<file path="src/rtl/serial_rx_ovs.sv">
module serial_rx_ovs #(
  parameter int RATE_A = 16,
  parameter int RATE_B = 64
) (
  input  logic       clk,
  input  logic       rst,
  input  logic       rxd,
  input  logic [1:0] cfg_div,
  input  logic       cfg_len8,
  input  logic       cfg_par_en,
  input  logic       cfg_par_odd,
  input  logic       cfg_two_stop,
  input  logic       rd,
  output logic [7:0] rx_data,
  output logic       rx_ready,
  output logic       err_parity,
  output logic       err_frame,
  output logic       err_overrun
);

  localparam int CW = $clog2(RATE_B);
  localparam logic [CW-1:0] A_FULL = CW'(RATE_A - 1);
  localparam logic [CW-1:0] A_HALF = CW'(RATE_A / 2 - 1);
  localparam logic [CW-1:0] B_FULL = CW'(RATE_B - 1);
  localparam logic [CW-1:0] B_HALF = CW'(RATE_B / 2 - 1);

  typedef enum logic [1:0] {IDLE, START, BITS} st_t;

  st_t           st;
  logic          s1, s2, line_d;
  logic [CW-1:0] cnt;
  logic [3:0]    idx;
  logic [7:0]    sh;
  logic          pbit, ferr;

  wire           direct = (cfg_div == 2'b00);
  wire [CW-1:0]  full   = direct ? '0 : (cfg_div == 2'b01) ? A_FULL : B_FULL;
  wire [CW-1:0]  half   = (cfg_div == 2'b01) ? A_HALF : B_HALF;
  wire           line   = direct ? rxd : s2;
  wire           fall   = line_d & ~line;
  wire           tick   = (cnt == '0);

  wire [3:0]     nd       = cfg_len8 ? 4'd8 : 4'd7;
  wire [3:0]     last_idx = nd + {3'b000, cfg_par_en} + {3'b000, cfg_two_stop};
  wire           sample   = (st == BITS) && tick;
  wire           is_data  = idx < nd;
  wire           is_par   = cfg_par_en && (idx == nd);
  wire           is_stop  = !is_data && !is_par;
  wire           done     = sample && (idx == last_idx);

  wire [7:0]     word   = cfg_len8 ? sh : {1'b0, sh[7:1]};
  wire           perr   = cfg_par_en & (^word ^ pbit ^ cfg_par_odd);
  wire           accept = done & (~rx_ready | rd);

  always_ff @(posedge clk) begin
    if (rst) begin
      s1     <= 1'b1;
      s2     <= 1'b1;
      line_d <= 1'b1;
    end else begin
      s1     <= rxd;
      s2     <= s1;
      line_d <= line;
    end
  end

  always_ff @(posedge clk) begin
    if (rst) begin
      st   <= IDLE;
      cnt  <= '0;
      idx  <= '0;
      sh   <= '0;
      pbit <= 1'b0;
      ferr <= 1'b0;
    end else begin
      case (st)
        IDLE: if (fall) begin
          idx  <= '0;
          ferr <= 1'b0;
          if (direct) begin
            st  <= BITS;
            cnt <= '0;
          end else begin
            st  <= START;
            cnt <= half;
          end
        end
        START: if (tick) begin
          if (line) st <= IDLE;
          else begin
            st  <= BITS;
            cnt <= full;
          end
        end else cnt <= cnt - 1'b1;
        BITS: if (tick) begin
          cnt <= full;
          idx <= idx + 1'b1;
          if (is_data) sh <= {line, sh[7:1]};
          if (is_par) pbit <= line;
          if (is_stop && !line) ferr <= 1'b1;
          if (done) st <= IDLE;
        end else cnt <= cnt - 1'b1;
        default: st <= IDLE;
      endcase
    end
  end

  always_ff @(posedge clk) begin
    if (rst) begin
      rx_data     <= '0;
      rx_ready    <= 1'b0;
      err_parity  <= 1'b0;
      err_frame   <= 1'b0;
      err_overrun <= 1'b0;
    end else begin
      if (rd) begin
        rx_ready    <= 1'b0;
        err_overrun <= 1'b0;
      end
      if (accept) begin
        rx_data    <= word;
        rx_ready   <= 1'b1;
        err_parity <= perr;
        err_frame  <= ferr | ~line;
      end else if (done) begin
        err_overrun <= 1'b1;
      end
    end
  end

endmodule

</file>
<file path="config.mk">
export PLATFORM = sky130hd
export DESIGN_NAME = serial_rx_ovs
export DESIGN_NICKNAME = d
export VERILOG_FILES = /design/src/rtl/serial_rx_ovs.sv
export SDC_FILE = /design/constraint.sdc
export NUM_CORES = 1
export LEC_CHECK = 0
export BUFFER_PORTS_ARGS = -buffer_cell sky130_fd_sc_hd__buf_2
export CORE_UTILIZATION = 30
export DETAILED_ROUTE_END_ITERATION = 7
export SLEW_MARGIN = 20
export SYNTH_ARGS = -nofsm -noshare
export SYNTH_HDL_FRONTEND = slang
export SYNTH_SLANG_ARGS = --single-unit
</file>
<file path="constraint.sdc">
create_clock -name clk -period 2.9 [get_ports clk]
set_input_delay 0.58 -clock clk [delete_from_list [all_inputs] [get_ports clk]]
set_output_delay 0.58 -clock clk [all_outputs]
set_load 0.02 [all_outputs]
</file>
==> impl_metrics.yaml <==
floorplanning:
  dieArea_sq_mm: 0.00729
  core_area_sq_mm: 0.00676
  fp.dieH_um: 85.4
  die_w_um: 85.4
  start_util: 0.309
  rows: 30
  io_pins: 22
clocking:
  cts_resized: 0
  h-tree-depth: 2
  cts_setup_buffers: 0
  cts_tree: "built"
  clkLatencyLatePin_ns: 0.29
  cts_made_buffers: 5
  root_buffer: "clkbuf_8"
  clock-sinks: 37
  cts.path.max_buffers: 2
  clk_pin_slew_ns: 0.08
  cts.hold.buffers_added: 0
global_route:
  overflow: 0
  grt_pass1_wl_um: 7320
  grt_util_all_layers: 0.125
  antenna_found_initial: 0
  grt_max_degree: 39
  grt_pass1_vias: 1603
synthesis:
  synth_fp_nets: 255
  synth_top_family_by_area: "simple AND/OR/NAND/NOR gates"
  yosysWarnings: 0
  syn-cell-area_sq_mm: 0.00208
  synthMuxAreaShare: 0.0924
  yosys.area.top_type: "dfxtp_1"
  synth-edff-count: 0
  synth_area_leaders: "dfxtp_1 (36%), mux2i_1 (8.2%), ha_1 (7.2%)"
  synthCells: 232
  synthTopCellsByCount: "dfxtp_1 (37), nor2_1 (29), mux2i_1 (17), a21oi_1 (14)"
  seq_area_frac_synth: 0.355
  yosys.area_share.adder: 0.0816
  async_reset_ff_frac: 0
  yosys.cell_count.top_type: "dfxtp_1"
  yosysTopAreaCellShare: 0.355
  ys_ff_latch: 37
  synth_cell_type_count: 52
  synth-simple-area-share: 0.208
  synth_compound_area_frac: 0.170
  synth_xor_area_frac: 0.0570
  synth-main-ff-cell: "dfxtp_1"
  syn_area_per_cell_sq_um: 8.98
route:
  wl_met2_um: 2050
  post_drt_wl_per_cell_um: 12.7
  firstDrtPassIters: 4
  route.met3.wl_um: 128
  drc_errors: 0
  vias: 1692
  highest_layer: "met4"
  routedLengthMet1_um: 2080
  via_per_inst: 5.04
  ant_nets: 0
  drtIter0Drc: 47
  routed_wl_um: 4270
sta:
  maxSlewHeadroom: 0.518
  max_freq_ghz: 0.414
  final-hold-violation-count: 0
  slew_violations: 0
  worst_slack_ns: 0.486
  rsz0062_at_grt: "no"
  tns_ns: 0
  tightest_slew_ns: 0.719
  clock_skew_ns: 0.00569
  setup_viol: 0
  period_share: 0.832
  period_minus_slack_ns: 2.41
cells_and_area:
  final_nets: 278
  area_delta_synth_final_pct: 16.0
  antenna_cells: 0
  final_design_area_no_fill_sq_mm: 0.00242
  fillCellCount: 729
  fin_cells: 336
  drive_gt1_frac: 0.199
worst_setup_path:
  cp_data_arrival_time_ns: 2.62
  cp_num_cells: 10
  cp-start-kind: "input port"
  crit_fanout: 16
  startpoint: "cfg_par_en"
  path_cells: "buf_2 -> inv_1 -> fa_1 -> ha_1 -> xor2_1 -> nand4_1 -> nor3b_2 -> buf_4 -> nor2_1 -> a311oi_1"
  r2r-start: "cnt[0]$_SDFFE_PP0P_"
  cp-end-kind: "flop"
  r2r_cells: 7
  cp.required_ns: 3.10
  critPathCapture: "err_frame$_SDFFE_PP0P_"
  critPathMaxStageDelay_ns: 0.41
  r2r-end: "cnt[5]$_SDFFE_PP0P_"
  critical_path.top_delay_family: "adder cells"
  crit_path_top_delay_cell: "fa_1"
  path_buf_inv: 3
  critical_path_class: "input port to flop"
  r2r_setup_slack_ns: 0.82
pwr:
  power.share.switching: 0.380
  p_seq_frac: 0.319
  p_clk_frac: 0.264
  p_leak_nw: 1.01
  p_sw_mw: 0.771
  ir_worst_vdd_mv: 0.479
  power_mw: 2.03
  power.internal_mw: 1.26
  power-per-cell-area_mw_per_mm2: 840
  combinationalPowerShare: 0.416
place:
  place_ws_ns: 0.160
  dpl.cell_count: 328
  numPortBuffers: 21
  routabilityCongestion: 0.843
  place_area_sq_mm: 0.00228
  dpl.hpwl_um: 3120
run_status:
  status: "finished, final reports clean"
hold_path:
  worstHoldPathType: "flop to flop"
job:
  maxCapViolCount: 0
[how the worst min path moves through the flow]
stage,startpoint,endpoint,cells after the start
CTS,s1$_SDFF_PP1_,s2$_SDFF_PP1_,1
finish,s1$_SDFF_PP1_,s2$_SDFF_PP1_,1
global route,s1$_SDFF_PP1_,s2$_SDFF_PP1_,1
detailed placement,s1$_SDFF_PP1_,s2$_SDFF_PP1_,1
floorplan,s1$_SDFF_PP1_,s2$_SDFF_PP1_,1
global placement,s1$_SDFF_PP1_,s2$_SDFF_PP1_,1
[power groups by stage]
stage	Clock (mW)	Sequential, mW	Combinational (mW)
after floorplan	0	0.645	0.680
after global placement	0	0.660	0.838
after detailed placement	0	0.660	0.842
after CTS	0.550	0.649	0.846
after global routing	0.562	0.659	0.945
final	0.536	0.648	0.845
[per-layer routing]
metal | global-route usage | vias to the layer above
li1 | - | 876
met1 | 0.159 | 790
met2 | 0.216 | 24
met5 | 0 | -
met4 | 0.0273 | 0
met3 | 0.0292 | 2
[through the flow]
step / util / hold slack, ns
after floorplan: - / 0.389
after global placement: 0.338 / 0.391
after detailed placement: 0.338 / 0.400
after CTS: 0.358 / 0.419
after global routing: 0.358 / 0.426
final: 0.358 / 0.414
[cells in the final DEF (no fill, tap or decap), drive strengths merged, types with 4 or more instances in the layout]
master	count
dfxtp	37
nor2	30
buf	24
mux2i	17
a21oi	14
nand2	13
ha	12
inv	11
o21ai	10
nand3	10
nor3	9
xnor2	8
a211oi	7
clkbuf	5
nand2b	4
nor3b	4
[flip-flops by register name, summed over array words and instances (netlist names)]
| signal | cells |
|---|---|
| cnt | 6 |
| err_frame | 1 |
| err_overrun | 1 |
| err_parity | 1 |
| ferr | 1 |
| idx | 4 |
| line_d | 1 |
| pbit | 1 |
| rx_data | 8 |
| rx_ready | 1 |
| s1 | 1 |
| s2 | 1 |
| sh | 8 |
| st | 2 |
[cell type report]
cell class	count	area (sq um)	area share
Inverter	11	41.3	0.0171
Timing Repair Buffer	24	128	0.0528
Multi-Input combinational cell	176	1270	0.527
Clock buffer	5	68.8	0.0285
Clock inverter	3	65.1	0.0269
Tap cell	80	100	0.0414
Sequential cell	37	741	0.306
[cell families after synthesis]
family,count (synthesis)
simple gates,82
fa+ha+maj,13
buf+inv,19
flops,37
mux,19
compound gates,50
xor+xnor,12
No activity file was read; power rests on OpenSTA's default activity.
